## src/rtl/uart_fb_pkg.sv

```systemverilog
package uart_fb_pkg;

    typedef enum logic [1:0] {
        PAR_EVEN  = 2'd0,
        PAR_ODD   = 2'd1,
        PAR_ONE   = 2'd2,
        PAR_ZERO  = 2'd3
    } par_e;

    typedef struct packed {
        logic data7;
        logic par_en;
        par_e par_sel;
        logic stop2;
    } frame_cfg_t;

    typedef enum logic [2:0] {
        TX_IDLE, TX_START, TX_DATA, TX_PAR, TX_STOP
    } tx_st_e;

    typedef enum logic [2:0] {
        RX_IDLE, RX_START, RX_DATA, RX_PAR, RX_STOP
    } rx_st_e;

    function automatic logic par_calc(input logic [7:0] d, input par_e sel);
        logic p;
        unique case (sel)
            PAR_EVEN: p = ^d;
            PAR_ODD:  p = ~^d;
            PAR_ONE:  p = 1'b1;
            default:  p = 1'b0;
        endcase
        return p;
    endfunction

endpackage

```

## src/rtl/uart_fb_prescale.sv

```systemverilog
module uart_fb_prescale #(
    parameter int SEL_W = 2
) (
    input  logic             clk,
    input  logic             rst_n,
    input  logic [SEL_W-1:0] sel,
    output logic             tick
);
    localparam int CW = (1 << SEL_W) - 1;

    logic [CW-1:0] cnt;
    logic [CW-1:0] mask;

    assign mask = CW'((1 << sel) - 1);
    assign tick = ((cnt & mask) == '0);

    always_ff @(posedge clk or negedge rst_n) begin
        if (!rst_n) cnt <= '0;
        else        cnt <= cnt + CW'(1);
    end

endmodule

```

## src/rtl/uart_fb_bittimer.sv

```systemverilog
module uart_fb_bittimer #(
    parameter int INT_W  = 13,
    parameter int FRAC_W = 3
) (
    input  logic              clk,
    input  logic              rst_n,
    input  logic              tick,
    input  logic              restart,
    input  logic              half,
    input  logic [INT_W-1:0]  div_int,
    input  logic [FRAC_W-1:0] div_frac,
    output logic              strobe
);
    logic [INT_W-1:0]  cnt;
    logic [FRAC_W-1:0] acc;
    logic [FRAC_W:0]   sum;

    assign sum    = {1'b0, acc} + {1'b0, div_frac};
    assign strobe = tick && !restart && (cnt == '0);

    always_ff @(posedge clk or negedge rst_n) begin
        if (!rst_n) begin
            cnt <= '0;
            acc <= '0;
        end else if (restart) begin
            acc <= '0;
            cnt <= (half ? (div_int >> 1) : div_int) - INT_W'(1);
        end else if (strobe) begin
            acc <= sum[FRAC_W-1:0];
            cnt <= div_int - INT_W'(1) + INT_W'(sum[FRAC_W]);
        end else if (tick) begin
            cnt <= cnt - INT_W'(1);
        end
    end

    AST_STROBE_GAP: assert property (@(posedge clk) disable iff (!rst_n)
        (strobe && div_int >= INT_W'(2)) |=> !strobe);

endmodule

```

## src/rtl/uart_fb_fifo.sv

```systemverilog
module uart_fb_fifo #(
    parameter int W     = 8,
    parameter int DEPTH = 4
) (
    input  logic          clk,
    input  logic          rst_n,
    input  logic          push,
    input  logic [W-1:0]  wdata,
    input  logic          pop,
    output logic [W-1:0]  rdata,
    output logic          full,
    output logic          empty,
    output logic [$clog2(DEPTH):0] count
);
    localparam int AW = $clog2(DEPTH);

    logic [W-1:0]  mem [DEPTH];
    logic [AW-1:0] wptr, rptr;
    logic          do_push, do_pop;

    assign full    = (count == (AW+1)'(DEPTH));
    assign empty   = (count == '0);
    assign do_push = push && !full;
    assign do_pop  = pop && !empty;
    assign rdata   = mem[rptr];

    function automatic logic [AW-1:0] nxt_ptr(input logic [AW-1:0] p);
        return (p == AW'(DEPTH-1)) ? '0 : p + AW'(1);
    endfunction

    always_ff @(posedge clk or negedge rst_n) begin
        if (!rst_n) begin
            wptr  <= '0;
            rptr  <= '0;
            count <= '0;
        end else begin
            if (do_push) wptr <= nxt_ptr(wptr);
            if (do_pop)  rptr <= nxt_ptr(rptr);
            count <= count + (AW+1)'(do_push) - (AW+1)'(do_pop);
        end
    end

    always_ff @(posedge clk) begin
        if (do_push) mem[wptr] <= wdata;
    end

    AST_NO_OVERFLOW: assert property (@(posedge clk) disable iff (!rst_n)
        (push && full && !pop) |=> (count == $past(count)));

endmodule

```

## src/rtl/uart_fb_tx.sv

```systemverilog
module uart_fb_tx
    import uart_fb_pkg::*;
#(
    parameter int INT_W  = 13,
    parameter int FRAC_W = 3
) (
    input  logic              clk,
    input  logic              rst_n,
    input  logic              tick,
    input  logic [INT_W-1:0]  div_int,
    input  logic [FRAC_W-1:0] div_frac,
    input  frame_cfg_t        cfg,
    input  logic              fifo_empty,
    input  logic [7:0]        fifo_data,
    output logic              fifo_pop,
    output logic              txd
);
    tx_st_e     state, nxt;
    logic [7:0] sh;
    logic [2:0] bitn;
    logic       stopn;
    logic       par_q;
    logic       start;
    logic       strobe;
    logic [2:0] last;
    logic [7:0] masked;

    assign start    = (state == TX_IDLE) && !fifo_empty && tick;
    assign fifo_pop = start;
    assign last     = cfg.data7 ? 3'd6 : 3'd7;
    assign masked   = cfg.data7 ? {1'b0, fifo_data[6:0]} : fifo_data;

    uart_fb_bittimer #(.INT_W(INT_W), .FRAC_W(FRAC_W)) u_timer (
        .clk(clk), .rst_n(rst_n), .tick(tick), .restart(start), .half(1'b0),
        .div_int(div_int), .div_frac(div_frac), .strobe(strobe)
    );

    always_comb begin
        nxt = state;
        unique case (state)
            TX_IDLE:  if (start) nxt = TX_START;
            TX_START: if (strobe) nxt = TX_DATA;
            TX_DATA:  if (strobe && bitn == last) nxt = cfg.par_en ? TX_PAR : TX_STOP;
            TX_PAR:   if (strobe) nxt = TX_STOP;
            TX_STOP:  if (strobe && stopn == cfg.stop2) nxt = TX_IDLE;
            default:  nxt = TX_IDLE;
        endcase
    end

    always_ff @(posedge clk or negedge rst_n) begin
        if (!rst_n) state <= TX_IDLE;
        else        state <= nxt;
    end

    always_ff @(posedge clk or negedge rst_n) begin
        if (!rst_n) begin
            sh    <= '0;
            bitn  <= '0;
            stopn <= 1'b0;
            par_q <= 1'b0;
        end else if (start) begin
            sh    <= masked;
            par_q <= par_calc(masked, cfg.par_sel);
            bitn  <= '0;
            stopn <= 1'b0;
        end else if (strobe) begin
            if (state == TX_DATA) begin
                sh   <= sh >> 1;
                bitn <= bitn + 3'd1;
            end
            if (state == TX_STOP) stopn <= 1'b1;
        end
    end

    always_comb begin
        unique case (state)
            TX_START: txd = 1'b0;
            TX_DATA:  txd = sh[0];
            TX_PAR:   txd = par_q;
            default:  txd = 1'b1;
        endcase
    end

    AST_START_LOW: assert property (@(posedge clk) disable iff (!rst_n)
        fifo_pop |=> !txd);

endmodule

```

## src/rtl/uart_fb_rx.sv

```systemverilog
module uart_fb_rx
    import uart_fb_pkg::*;
#(
    parameter int INT_W  = 13,
    parameter int FRAC_W = 3
) (
    input  logic              clk,
    input  logic              rst_n,
    input  logic              tick,
    input  logic [INT_W-1:0]  div_int,
    input  logic [FRAC_W-1:0] div_frac,
    input  frame_cfg_t        cfg,
    input  logic              rxd,
    output logic              push,
    output logic [7:0]        pdata,
    output logic              perr_set,
    output logic              ferr_set
);
    rx_st_e     state, nxt;
    logic [1:0] sync;
    logic       rx_s;
    logic [7:0] sh;
    logic [2:0] bitn;
    logic       stopn;
    logic       par_rx;
    logic       ferr_acc;
    logic       detect;
    logic       strobe;
    logic [2:0] last;

    assign rx_s   = sync[1];
    assign detect = (state == RX_IDLE) && !rx_s;
    assign last   = cfg.data7 ? 3'd6 : 3'd7;

    uart_fb_bittimer #(.INT_W(INT_W), .FRAC_W(FRAC_W)) u_timer (
        .clk(clk), .rst_n(rst_n), .tick(tick), .restart(detect), .half(1'b1),
        .div_int(div_int), .div_frac(div_frac), .strobe(strobe)
    );

    always_ff @(posedge clk or negedge rst_n) begin
        if (!rst_n) sync <= 2'b11;
        else        sync <= {sync[0], rxd};
    end

    always_comb begin
        nxt = state;
        unique case (state)
            RX_IDLE:  if (detect) nxt = RX_START;
            RX_START: if (strobe) nxt = rx_s ? RX_IDLE : RX_DATA;
            RX_DATA:  if (strobe && bitn == last) nxt = cfg.par_en ? RX_PAR : RX_STOP;
            RX_PAR:   if (strobe) nxt = RX_STOP;
            RX_STOP:  if (strobe && stopn == cfg.stop2) nxt = RX_IDLE;
            default:  nxt = RX_IDLE;
        endcase
    end

    always_ff @(posedge clk or negedge rst_n) begin
        if (!rst_n) state <= RX_IDLE;
        else        state <= nxt;
    end

    always_ff @(posedge clk or negedge rst_n) begin
        if (!rst_n) begin
            sh       <= '0;
            bitn     <= '0;
            stopn    <= 1'b0;
            par_rx   <= 1'b0;
            ferr_acc <= 1'b0;
        end else if (detect) begin
            bitn     <= '0;
            stopn    <= 1'b0;
            ferr_acc <= 1'b0;
        end else if (strobe) begin
            unique case (state)
                RX_DATA: begin
                    sh   <= {rx_s, sh[7:1]};
                    bitn <= bitn + 3'd1;
                end
                RX_PAR:  par_rx <= rx_s;
                RX_STOP: begin
                    stopn <= 1'b1;
                    if (!rx_s) ferr_acc <= 1'b1;
                end
                default: ;
            endcase
        end
    end

    always_comb begin
        pdata    = cfg.data7 ? {1'b0, sh[7:1]} : sh;
        push     = (state == RX_STOP) && strobe && (stopn == cfg.stop2);
        perr_set = push && cfg.par_en && (par_rx != par_calc(pdata, cfg.par_sel));
        ferr_set = push && (ferr_acc || !rx_s);
    end

    AST_PUSH_SINGLE: assert property (@(posedge clk) disable iff (!rst_n)
        push |=> !push);

endmodule

```

## src/rtl/uart_fracbaud.sv

```systemverilog
module uart_fracbaud
    import uart_fb_pkg::*;
#(
    parameter int INT_W      = 13,
    parameter int FRAC_W     = 3,
    parameter int SEL_W      = 2,
    parameter int FIFO_DEPTH = 4
) (
    input  logic                        clk,
    input  logic                        rst_n,
    input  logic [SEL_W-1:0]            clk_sel,
    input  logic [INT_W+FRAC_W-1:0]     div_cfg,
    input  logic                        cfg_data7,
    input  logic                        cfg_par_en,
    input  logic [1:0]                  cfg_par_sel,
    input  logic                        cfg_stop2,
    input  logic                        tx_wr,
    input  logic [7:0]                  tx_wdata,
    output logic                        tx_full,
    input  logic                        rx_rd,
    output logic [7:0]                  rx_rdata,
    output logic [$clog2(FIFO_DEPTH):0] rx_count,
    output logic                        err_frame,
    output logic                        err_parity,
    output logic                        err_overrun,
    input  logic                        err_clr,
    input  logic                        irq_en_rx,
    input  logic                        irq_en_err,
    output logic                        irq,
    output logic                        txd,
    input  logic                        rxd
);
    localparam int CW = $clog2(FIFO_DEPTH) + 1;

    frame_cfg_t        cfg;
    logic              tick;
    logic [INT_W-1:0]  div_int;
    logic [FRAC_W-1:0] div_frac;
    logic              tx_empty, tx_pop;
    logic [7:0]        tx_head;
    logic [CW-1:0]     tx_count;
    logic              rx_push, rx_full, rx_empty;
    logic [7:0]        rx_pdata;
    logic              perr_set, ferr_set, ovr_set;

    assign cfg      = '{data7: cfg_data7, par_en: cfg_par_en,
                        par_sel: par_e'(cfg_par_sel), stop2: cfg_stop2};
    assign div_int  = div_cfg[INT_W+FRAC_W-1:FRAC_W];
    assign div_frac = div_cfg[FRAC_W-1:0];

    uart_fb_prescale #(.SEL_W(SEL_W)) u_pre (
        .clk(clk), .rst_n(rst_n), .sel(clk_sel), .tick(tick)
    );

    uart_fb_fifo #(.W(8), .DEPTH(FIFO_DEPTH)) u_txq (
        .clk(clk), .rst_n(rst_n), .push(tx_wr), .wdata(tx_wdata),
        .pop(tx_pop), .rdata(tx_head), .full(tx_full), .empty(tx_empty),
        .count(tx_count)
    );

    uart_fb_tx #(.INT_W(INT_W), .FRAC_W(FRAC_W)) u_tx (
        .clk(clk), .rst_n(rst_n), .tick(tick), .div_int(div_int),
        .div_frac(div_frac), .cfg(cfg), .fifo_empty(tx_empty),
        .fifo_data(tx_head), .fifo_pop(tx_pop), .txd(txd)
    );

    uart_fb_rx #(.INT_W(INT_W), .FRAC_W(FRAC_W)) u_rx (
        .clk(clk), .rst_n(rst_n), .tick(tick), .div_int(div_int),
        .div_frac(div_frac), .cfg(cfg), .rxd(rxd), .push(rx_push),
        .pdata(rx_pdata), .perr_set(perr_set), .ferr_set(ferr_set)
    );

    uart_fb_fifo #(.W(8), .DEPTH(FIFO_DEPTH)) u_rxq (
        .clk(clk), .rst_n(rst_n), .push(rx_push), .wdata(rx_pdata),
        .pop(rx_rd), .rdata(rx_rdata), .full(rx_full), .empty(rx_empty),
        .count(rx_count)
    );

    assign ovr_set = rx_push && rx_full;

    always_ff @(posedge clk or negedge rst_n) begin
        if (!rst_n) begin
            err_frame   <= 1'b0;
            err_parity  <= 1'b0;
            err_overrun <= 1'b0;
        end else begin
            err_frame   <= (err_frame   && !err_clr) || ferr_set;
            err_parity  <= (err_parity  && !err_clr) || perr_set;
            err_overrun <= (err_overrun && !err_clr) || ovr_set;
        end
    end

    assign irq = (irq_en_rx && !rx_empty) ||
                 (irq_en_err && (err_frame || err_parity || err_overrun));

    AST_OVR_FLAG: assert property (@(posedge clk) disable iff (!rst_n)
        (rx_push && rx_full) |=> err_overrun);

    AST_CLR_EFFECT: assert property (@(posedge clk) disable iff (!rst_n)
        (err_clr && !rx_push) |=> !err_frame && !err_parity && !err_overrun);

endmodule

```

## config.mk

```make
export PLATFORM = sky130hd
export DESIGN_NAME = uart_fracbaud
export DESIGN_NICKNAME = d
export VERILOG_FILES = /design/src/rtl/uart_fb_pkg.sv /design/src/rtl/uart_fb_prescale.sv /design/src/rtl/uart_fb_bittimer.sv /design/src/rtl/uart_fb_fifo.sv /design/src/rtl/uart_fb_tx.sv /design/src/rtl/uart_fb_rx.sv /design/src/rtl/uart_fracbaud.sv
export SDC_FILE = /design/constraint.sdc
export NUM_CORES = 1
export LEC_CHECK = 0
export ABC_AREA = 1
export BUFFER_PORTS_ARGS = -buffer_cell sky130_fd_sc_hd__buf_2
export CORE_MARGIN = 2
export CORE_UTILIZATION = 49
export CTS_BUF_LIST = sky130_fd_sc_hd__clkbuf_4 sky130_fd_sc_hd__clkbuf_8
export CTS_CLUSTER_DIAMETER = 100
export DETAILED_ROUTE_END_ITERATION = 6
export GPL_TIMING_DRIVEN = 0
export PLACE_DENSITY = 0.69
export SYNTH_ARGS = -nofsm -noshare
export SYNTH_HDL_FRONTEND = slang
export SYNTH_SLANG_ARGS = --single-unit
```

## constraint.sdc

```tcl
create_clock -name clk -period 2.3 [get_ports clk]
set_clock_uncertainty 0.15 [all_clocks]
set_input_delay 0.46 -clock clk [delete_from_list [all_inputs] [get_ports clk]]
set_output_delay 0.46 -clock clk [all_outputs]
set_load 0.005 [all_outputs]
```

==> results.yml, run 1 <==
cts:
  root_buffer: "clkbuf_8"
  cts.sink_count: 151
  clkLatencyLatePin_ns: 0.47
  cts_buffer_depth: 2
  cts_buffers: 17
  clkTransAtPathRegs_ns: 0.10
  htree_levels: 4
  cts_tree: "built"
floorplanning:
  die_x_um: 141
  core_area_um2: 18500
  die-area_um2: 19800
  io_pins: 56
  fp.dieH_um: 141
  start_util_pct: 49.6
  floorplan.rows: 50
power_and_ir_drop:
  p_leak_nw: 5.07
  p_clk_share_pct: 21.8
  swShare_pct: 40.6
  p_int_w: 0.00645
  peakVddDrop_v: 0.000605
  combPwrFrac_pct: 42.0
  p_sw_w: 0.00441
  power_density_nw_per_um2: 997
  power_frac_seq_pct: 36.2
placed_design:
  dpl-instance-area_um2: 9820
  gp_congestion: 0.906
  io_buffer_count: 54
  place_ws_ns: -0.754
  hpwl_mm: 15.4
  dp_cells: 1415
layout:
  fin_nets: 1315
  antenna_cells: 0
  layout_commonest_cell: "nand2_1"
  most-common-layout-cells: "nand2_1, inv_1, nand3_1"
  final_layout_size_suffix_gt1_share_pct: 21.7
  fillers: 1629
  areaGrowthSynthToFinish_pct: 18.7
  fin_area_um2: 10900
  fin_cells: 1485
global_routing:
  grt_max_degree: 66
  grt_usage_pct: 23.0
  grt.busiest_layer: "met2"
  grt_pass1_vias: 7428
  grt_pass1_wl_mm: 36.4
  antenna_found_initial: 0
  grtUsageMet3_pct: 3.23
  met1_usage_pct: 31.6
  grt_overflow_total: 0
  grt_util_met2_pct: 37.9
synth:
  ys_top_cells_by_area: "dfrtp_1, edfxtp_1, nand2_1"
  seq_area_frac_synth_pct: 44.7
  synth_top_flop_cell: "dfrtp_1"
  yosys.area.top_type: "dfrtp_1"
  ys_types: 51
  yosysTopAreaCellShare_pct: 23.2
  synth_area_um2: 9180
  synthArstFlopShare_pct: 57.6
  syn_nets: 1203
  yosys_warnings: 0
  syn_avg_cell_area_um2: 8.15
  syn_inst: 1126
  yosys_register_bits: 151
  synth_edf_count: 64
sta:
  setup_ws_ns: -0.157
  tightest_slew_ns: 0.792
  fin_crit_ns: 2.46
  finalSetupViolations: 13
  timing.fmax_mhz: 407
  hold_viol_final: 0
  rsz0062_at_grt: "true"
  slew_headroom_pct: 47.0
  holdWs_ns: 0.0481
  setup_tns_ns: -0.357
  slew_viol_final: 0
  final.period_utilization_pct: 107
detailed_routing:
  via_count: 7847
  ant_nets: 0
  drc: 0
  drt-pass1-iter-count: 5
  avgRoutedWirePerCell_um: 14.8
  vias_per_cell: 5.28
  wl_mm: 22.0
  drtIter0Drc: 553
flow_run:
  drv_cap: 0
setup_path:
  start_kind: "flop"
  endpoint_kind: "flop"
  cp.required_ns: 2.50
  path_max_fanout: 3
  worstPathArrival_ns: 2.66
  worstSetupPathType: "flop to flop"
status:
  violations: "setup timing"
  outcome: "finished, violations left"
min_path:
  hold_path.class: "primary input to flop"
flip-flops by register name (all words and copies together) (netlist names), 8 cells and up:
signal / cells
u_rx.u_timer.cnt: 13
u_txq.mem: 32
u_tx.sh: 8
u_rx.sh: 8
u_rxq.mem: 32
u_tx.u_timer.cnt: 13
worst max-delay path: stages (launching register included):
cell	delay, ns
dfrtp_1	0.42
nor2_1	0.15
nand2_1	0.12
inv_2	0.11
nand3_4	0.10
nor2_4	0.15
nand2_2	0.08
nor2_2	0.10
nand2_2	0.08
inv_2	0.09
ha_4	0.13
inv_2	0.03
fa_2	0.34
xnor2_2	0.14
xor2_1	0.14
logic make-up after synthesis:
family          synth area share [%]
fa+ha+maj                       5.51
compound gates                  11.5
xor+xnor                        3.53
simple gates                    27.3
flops                           44.7
buf+inv                         7.48
per-layer routing:
| layer | vias up | share of wire (%) | wire length, um |
|---|---|---|---|
| li1 | 3947 | - | - |
| met1 | 3681 | 45 | 9990 |
| met2 | 189 | 48 | 10600 |
| met3 | 30 | 4.6 | 1010 |
| met4 | 0 | 1.8 | 404 |
| met5 | - | 0 | 0 |
synth_stat cells (all sizes together) (9+ instances only):
library cell / n
clkbuf: 9
nor2: 115
nand2: 297
xor2: 23
o21ai: 108
nand4: 14
edfxtp: 64
inv: 156
nand3: 95
xnor2: 14
dfrtp: 85
ha: 34
a21oi: 31
nor3: 18
buf: 11
per-stage QoR:
step,power [W],utilization [%]
2_1_floorplan,0.00695,-
6_report,0.0109,58.8
3_3_place_gp,0.00796,52.9
3_5_place_dp,0.00806,53.0
5_1_grt,0.0117,58.8
4_1_cts,0.0108,57.7
timing repair:
action	CTS	global route
buffers inserted	26	11
pin swaps	16	10
gates resized for setup	48	32
hold endpoints to repair	23	0
endpoints found under the setup margin	51	50
gates cloned	0	0
hold buffers	2	0
final cells by class:
cell class                 instances  area (um2)  share of cell area (%)
multi-input combinational        799        4680                    43.0
timing repair buffer              94         643                    5.90
clock inverter                    14         211                    1.94
clock buffer                      18         241                    2.22
buffer                            19         116                    1.07
sequential                       151        4110                    37.7
inverter                         156         601                    5.51
tap                              234         293                    2.69
power by group through the flow:
| stage | Sequential, W | Combinational (W) | Clock [W] |
|---|---|---|---|
| floorplan | 0.00384 | 0.00311 | 0 |
| global placement | 0.00394 | 0.00401 | 0 |
| detailed placement | 0.00395 | 0.00411 | 0 |
| CTS | 0.00392 | 0.00446 | 0.00239 |
| global route | 0.00402 | 0.00521 | 0.00252 |
| finish | 0.00393 | 0.00456 | 0.00237 |
final timing paths:
| kind | startpoint | endpoint | slack [ns] | depth (start not counted) |
|---|---|---|---|---|
| max | u_rx.u_timer.cnt[8]$_DFFE_PN0P_ | u_rxq.count[2]$_DFF_PN0_ | -0.16 | 14 |
| min | tx_wdata[2] | u_txq.mem[3][2]$_DFFE_PP_ | 0.05 | 1 |
| max reg2reg | u_rx.u_timer.cnt[8]$_DFFE_PN0P_ | u_rxq.count[2]$_DFF_PN0_ | -0.16 | 14 |
| min reg2reg | u_rx.sync[0]$_DFF_PN1_ | u_rx.sync[1]$_DFF_PN1_ | 0.22 | 0 |
| max in group asynchronous | rst_n | u_rx.sync[1]$_DFF_PN1_ | 1.00 | 3 |
| min in group asynchronous | rst_n | u_txq.rptr[1]$_DFFE_PN0P_ | 0.29 | 2 |
Power figures use the tool's default switching activity.
==> run 2: changes to the inputs <==
- GPL_TIMING_DRIVEN: 0 -> not set
==> run 2 against run 1 <==
Against the previous run: the flow still finishes with violations (setup timing); design area rose by 3.5%; wire length fell by 1.3%; count of clock-buffer cells in the layout fell by 1; worst setup slack improved by 0.11 ns; clock power fell by 13%; highest routed layer unchanged.
==> results.yml, run 2 (synthesized netlist as in run 1, its figures left out) <==
layout:
  antenna_cells: 0
  reg_top3: "u_rxq.mem (32), u_txq.mem (32)"
  most-common-layout-cells: "nand2_1, inv_1, buf_4"
  fin_nets: 1385
  areaGrowthSynthToFinish_pct: 22.8
  final_layout_size_suffix_gt1_share_pct: 25.3
  layout_commonest_cell: "nand2_1"
sta:
  hold_viol_final: 0
  slew_headroom_pct: 45.0
  finalSetupViolations: 1
  timing.fmax_mhz: 426
  slew_viol_final: 0
  fin_crit_ns: 2.35
  rsz0062_at_grt: "true"
  tightest_slew_ns: 0.823
  final.period_utilization_pct: 102
  setup_ws_ns: -0.0457
cts:
  clkLatencyLatePin_ns: 0.47
  htree_levels: 4
  cts_tree: "built"
  cts.sink_count: 151
  root_buffer: "clkbuf_8"
  cts_buffers: 17
  clkTransAtPathRegs_ns: 0.10
  cts_buffer_depth: 2
detailed_routing:
  drc: 0
  drtIter0Drc: 693
  avgRoutedWirePerCell_um: 14.0
  ant_nets: 0
  drt-pass1-iter-count: 5
  via_count: 7982
  wl_mm: 21.7
  vias_per_cell: 5.13
setup_path:
  cpPeakStageDelay_ns: 0.42
  reg2reg_from: "u_rx.u_timer.cnt[1]$_DFFE_PN0P_"
  worstPathArrival_ns: 2.56
  r2r_end: "u_rxq.count[2]$_DFF_PN0_"
  cp_slowest_cell: "dfrtp_1"
  start_kind: "flop"
  cp.required_ns: 2.51
  rr_worst_depth: 14
  worstSetupPathType: "flop to flop"
  worstPathCellList: "inv_2, ha_4, and3_4, nand3_4, nor2_4, nand2_2, nor2_4, nand2_2, inv_2, ha_4, inv_2, fa_2, xnor2_2, xor2_1"
  critical_path.most_common_cell: "inv_2"
  r2r_slack_ns: -0.05
  endpoint_kind: "flop"
  path_max_fanout: 2
floorplanning:
  floorplan.rows: 50
  io_pins: 56
  start_util_pct: 49.6
  die-area_um2: 19800
  die_x_um: 141
  fp.dieH_um: 141
  core_area_um2: 18500
min_path:
  holdCritStartpoint: "tx_wdata[7]"
  hold_path.class: "primary input to flop"
  whs_endpoint: "u_txq.mem[1][7]$_DFFE_PP_"
  hold_depth: 1
global_routing:
  grt_pass1_wl_mm: 34.7
  grt_overflow_total: 0
  antenna_found_initial: 0
  grt_max_degree: 40
  grt_pass1_vias: 7248
  grt_usage_pct: 21.9
power_and_ir_drop:
  total_power_w: 0.0107
  p_leak_nw: 5.38
  peakVddDrop_v: 0.000572
  power_density_nw_per_um2: 948
placed_design:
  hpwl_mm: 15.9
  gp_congestion: 0.940
  place_ws_ns: -0.183
  io_buffer_count: 55
status:
  outcome: "finished, violations left"
  violations: "setup timing"
flow_run:
  drv_cap: 0
## run 2: cell types whose count changed in the layout (fill, tap and decap cells not counted), moves of 4 or more
cell       change
inv_1          +4
buf_4         +87
clkinv_8       +6
clkbuf_1       -5
buf_2          -5
nor2_1         +5
nor2_4         -5
bufinv_16      -4
inv_2          -4
## run 2: how the worst max path moves through the flow
stage | from | end | slack [ns] | depth (start not counted)
2_1_floorplan | u_rx.u_timer.cnt[0]$_DFFE_PN0P_ | u_rxq.count[2]$_DFF_PN0_ | -0.16 | 14
3_3_place_gp | div_cfg[2] | u_rx.u_timer.cnt[12]$_DFFE_PN0P_ | -0.14 | 15
3_5_place_dp | div_cfg[2] | u_rx.u_timer.cnt[12]$_DFFE_PN0P_ | -0.18 | 15
4_1_cts | u_rx.u_timer.cnt[0]$_DFFE_PN0P_ | u_rxq.count[2]$_DFF_PN0_ | -0.03 | 14
5_1_grt | u_rx.u_timer.cnt[1]$_DFFE_PN0P_ | u_rxq.count[2]$_DFF_PN0_ | -0.18 | 14
6_report | u_rx.u_timer.cnt[1]$_DFFE_PN0P_ | u_rxq.count[2]$_DFF_PN0_ | -0.05 | 14
## run 2: what timing repair did
action	CTS	global route
hold endpoints to repair	36	0
hold buffers	2	0
buffers inserted	2	12
endpoints found under the setup margin	6	24
cloned	0	1
gates resized for setup	5	39
pin swaps	2	25
## run 2: power breakdown
part	leakage, nW	total (W)	internal [W]	switching, W
Clock	0.204	0.00206	0.000831	0.00123
Sequential	1.68	0.00385	0.00342	0.000427
Combinational	3.50	0.00478	0.00195	0.00283
## run 2: final cells by class
type,count,area (um2)
Tap cell,234,293
Clock inverter,15,183
Clock buffer,17,234
Timing Repair Buffer,182,1250
Multi-Input combinational cell,799,4600
Inverter,156,598
Timing Repair inverter,1,7.51
Sequential cell,151,4110
Fill cell,1560,7240
## run 2: critical path: cells and delay by family, from the launching register on
family,cells,cell delay [ns]
xor gates and xnor gates,2,0.29
adders and majority gates,3,0.59
buffers and inverters,3,0.18
DFF,1,0.42
and+or+nand+nor,6,0.61
## run 2: routing by layer
metal  wire [um]  track usage [%]  vias up
li1            -                -     4081
met5           0                0        -
met2       10200             35.7      208
met4         331             5.42        0
met1       10100             30.5     3666
met3        1080             3.94       27
## run 2: through the flow
step / hold slack, ns / util, % / instances / setup TNS, ns / area, um2
4_1_cts: 0.0247 / 59.5 / 1542 / -0.0335 / 11000
3_3_place_gp: 0.216 / 56.9 / 1506 / -0.783 / 10500
2_1_floorplan: 0.0144 / - / 1126 / -0.387 / 9230
3_5_place_dp: 0.218 / 56.9 / 1506 / -1.67 / 10500
6_report: 0.0494 / 60.9 / 1555 / -0.0457 / 11300
5_1_grt: 0.0309 / 60.9 / 1555 / -0.487 / 11300
==> run 3: changes to the inputs <==
- ABC_AREA: 1 -> not set
==> run 3 against run 2 <==
Against the previous run: the flow still finishes with violations (setup timing); register-to-register slack worse by 0.36 ns; count of clock-buffer cells in the layout is 1 higher; design area is 2.0% higher; non-clock buffer count is 54 higher; worst setup slack worse by 0.36 ns; flip-flop and latch count stayed put; core utilization is 8.0 points higher; power is 19% lower; synthesized cell count is 29% lower; via count is 11% lower; die area is 7.9% lower; critical endpoint is now u_tx.u_timer.cnt[3]$_DFFE_PN0P_; highest routed layer unchanged.
==> results.yml, run 3 <==
status:
  violations: "setup timing"
  outcome: "finished, violations left"
sta:
  slew_viol_final: 0
  hold_viol_final: 0
  setup_ws_ns: -0.408
  finalSetupViolations: 86
  slew_headroom_pct: 43.2
  rsz0062_at_grt: "true"
  tightest_slew_ns: 0.846
  final.period_utilization_pct: 118
  fin_crit_ns: 2.71
  timing.fmax_mhz: 369
power_and_ir_drop:
  power_density_nw_per_um2: 754
  total_power_w: 0.00868
  p_leak_nw: 4.89
  peakVddDrop_v: 0.000589
synth:
  synth_top_cells_by_count: "nand2_1, dfrtp_1, edfxtp_1"
  synth_area_um2: 8430
  ys_top_cells_by_area: "dfrtp_1, edfxtp_1, ha_1"
  synth.most_common_cell: "nand2_1"
  yosys_register_bits: 151
  synth_top_flop_cell: "dfrtp_1"
  seq_area_frac_synth_pct: 48.6
  yosysTopAreaCellShare_pct: 25.2
  syn_avg_cell_area_um2: 10.6
  syn_nets: 872
  syn_inst: 795
  yosys.area.top_type: "dfrtp_1"
  ys_types: 64
  synth_edf_count: 64
  yosys_warnings: 0
  synthArstFlopShare_pct: 57.6
setup_path:
  endpoint_kind: "flop"
  worstPathArrival_ns: 2.90
  worstSetupPathType: "flop to flop"
  start_kind: "flop"
  cp.required_ns: 2.50
  path_max_fanout: 5
  reg2reg_from: "u_tx.u_timer.cnt[3]$_DFFE_PN0P_"
  crit_path_start: "u_tx.u_timer.cnt[3]$_DFFE_PN0P_"
cts:
  cts_buffers: 17
  clkTransAtPathRegs_ns: 0.09
  htree_levels: 4
  cts_buffer_depth: 2
  root_buffer: "clkbuf_8"
  clkLatencyLatePin_ns: 0.46
  cts.sink_count: 151
  cts_tree: "built"
global_routing:
  grt_overflow_total: 0
  grt_max_degree: 39
  antenna_found_initial: 1
  grt_usage_pct: 24.8
  grt_pass1_wl_mm: 35.4
  grt_pass1_vias: 7117
flow_run:
  drv_cap: 0
floorplanning:
  fp.dieH_um: 135
  core_area_um2: 16700
  floorplan.rows: 47
  die-area_um2: 18300
  die_x_um: 135
  io_pins: 56
  start_util_pct: 50.5
layout:
  final_layout_size_suffix_gt1_share_pct: 40.9
  fin_nets: 1091
  reg_top3: "u_rxq.mem (32), u_txq.mem (32)"
  areaGrowthSynthToFinish_pct: 36.4
  fin_cells: 1248
  layout_commonest_cell: "buf_4"
  most-common-layout-cells: "buf_4, nand2_1, dfrtp_1"
placed_design:
  gp_congestion: 0.998
  dp_cells: 1185
  hpwl_mm: 15.5
  io_buffer_count: 55
detailed_routing:
  drtIter0Drc: 611
  vias_per_cell: 5.72
  avgRoutedWirePerCell_um: 18.0
  ant_nets: 0
  drt-pass1-iter-count: 5
  via_count: 7138
  wl_mm: 22.4
  drc: 0
min_path:
  holdCritStartpoint: "tx_wdata[6]"
  hold_path.class: "primary input to flop"
run 3: final timing paths:
kind                                                   end  slack [ns]  cells after the start
setup / recovery           u_tx.u_timer.cnt[3]$_DFFE_PN0P_       -0.41                      7
hold / removal                   u_txq.mem[1][6]$_DFFE_PP_        0.06                      1
setup reg to reg           u_tx.u_timer.cnt[3]$_DFFE_PN0P_       -0.41                      7
hold reg to reg                     u_rx.sync[1]$_DFF_PN1_        0.21                      0
max in group asynchronous           u_rx.sync[1]$_DFF_PN1_        0.94                      3
min in group asynchronous  u_rx.u_timer.cnt[0]$_DFFE_PN0P_        0.37                      2
run 3: cell families after synthesis:
group,after synthesis,share of synthesized area [%]
and+or+nand+nor,273,15.9
DFF,151,48.6
AOI/OAI and AO/OA,149,11.2
xor gates and xnor gates,77,8.16
buffers and inverters,74,3.71
adders and majority gates,38,6.00
muxes,33,6.44
run 3: critical path: stages, from the launching register on:
cell	delay, ns
dfrtp_1	0.39
or4_4	0.55
or4_4	0.56
or4_4	0.51
nor2_2	0.11
nor2_1	0.04
o22ai_1	0.20
o21ai_1	0.08
run 3: cell type report:
type | count | area [um2]
Tap cell | 220 | 275
Timing Repair Buffer | 236 | 1800
Clock inverter | 14 | 183
Multi-Input combinational cell | 571 | 4750
Antenna cell | 1 | 2.50
Inverter | 37 | 146
Sequential cell | 151 | 4100
Fill cell | 1193 | 5200
Clock buffer | 18 | 241
run 3: metrics by stage:
step	setup slack, ns	hold WS, ns	utilization (%)	cell area (um2)	setup TNS [ns]
2_1_floorplan	-0.666	0.0144	-	8790	-16.08
3_3_place_gp	-0.382	0.201	61.6	10300	-19.42
3_5_place_dp	-0.444	0.198	61.6	10300	-24.02
4_1_cts	-0.384	0.0384	66.2	11100	-12.38
5_1_grt	-0.523	0.0401	68.8	11500	-24.66
6_report	-0.408	0.0603	68.9	11500	-14.92
run 3: per-layer routing:
metal / up-vias / global-route usage, % / wire (um)
met1: 3498 / 33.6 / 9590
met3: 58 / 5.72 / 1530
met4: 0 / 8.33 / 534
met2: 279 / 39.7 / 10800
met5: - / 0 / 0
li1: 3303 / - / -
run 3: power breakdown:
part	switching [W]	leakage, nW	total [W]	internal [W]
combinational	0.00145	3.02	0.00296	0.00151
clock	0.00116	0.217	0.00220	0.00104
sequential	0.000303	1.65	0.00352	0.00321
total	0.00291	4.89	0.00868	0.00576
run 3: what timing repair did:
item                                    4_1_cts  5_1_grt
hold buffers                                  2        0
resized for setup                            57       76
buffers inserted                             10       18
pin swaps                                    20       51
endpoints found under the hold margin        36        0
gates cloned                                  1        1
endpoints found under the setup margin       97      103
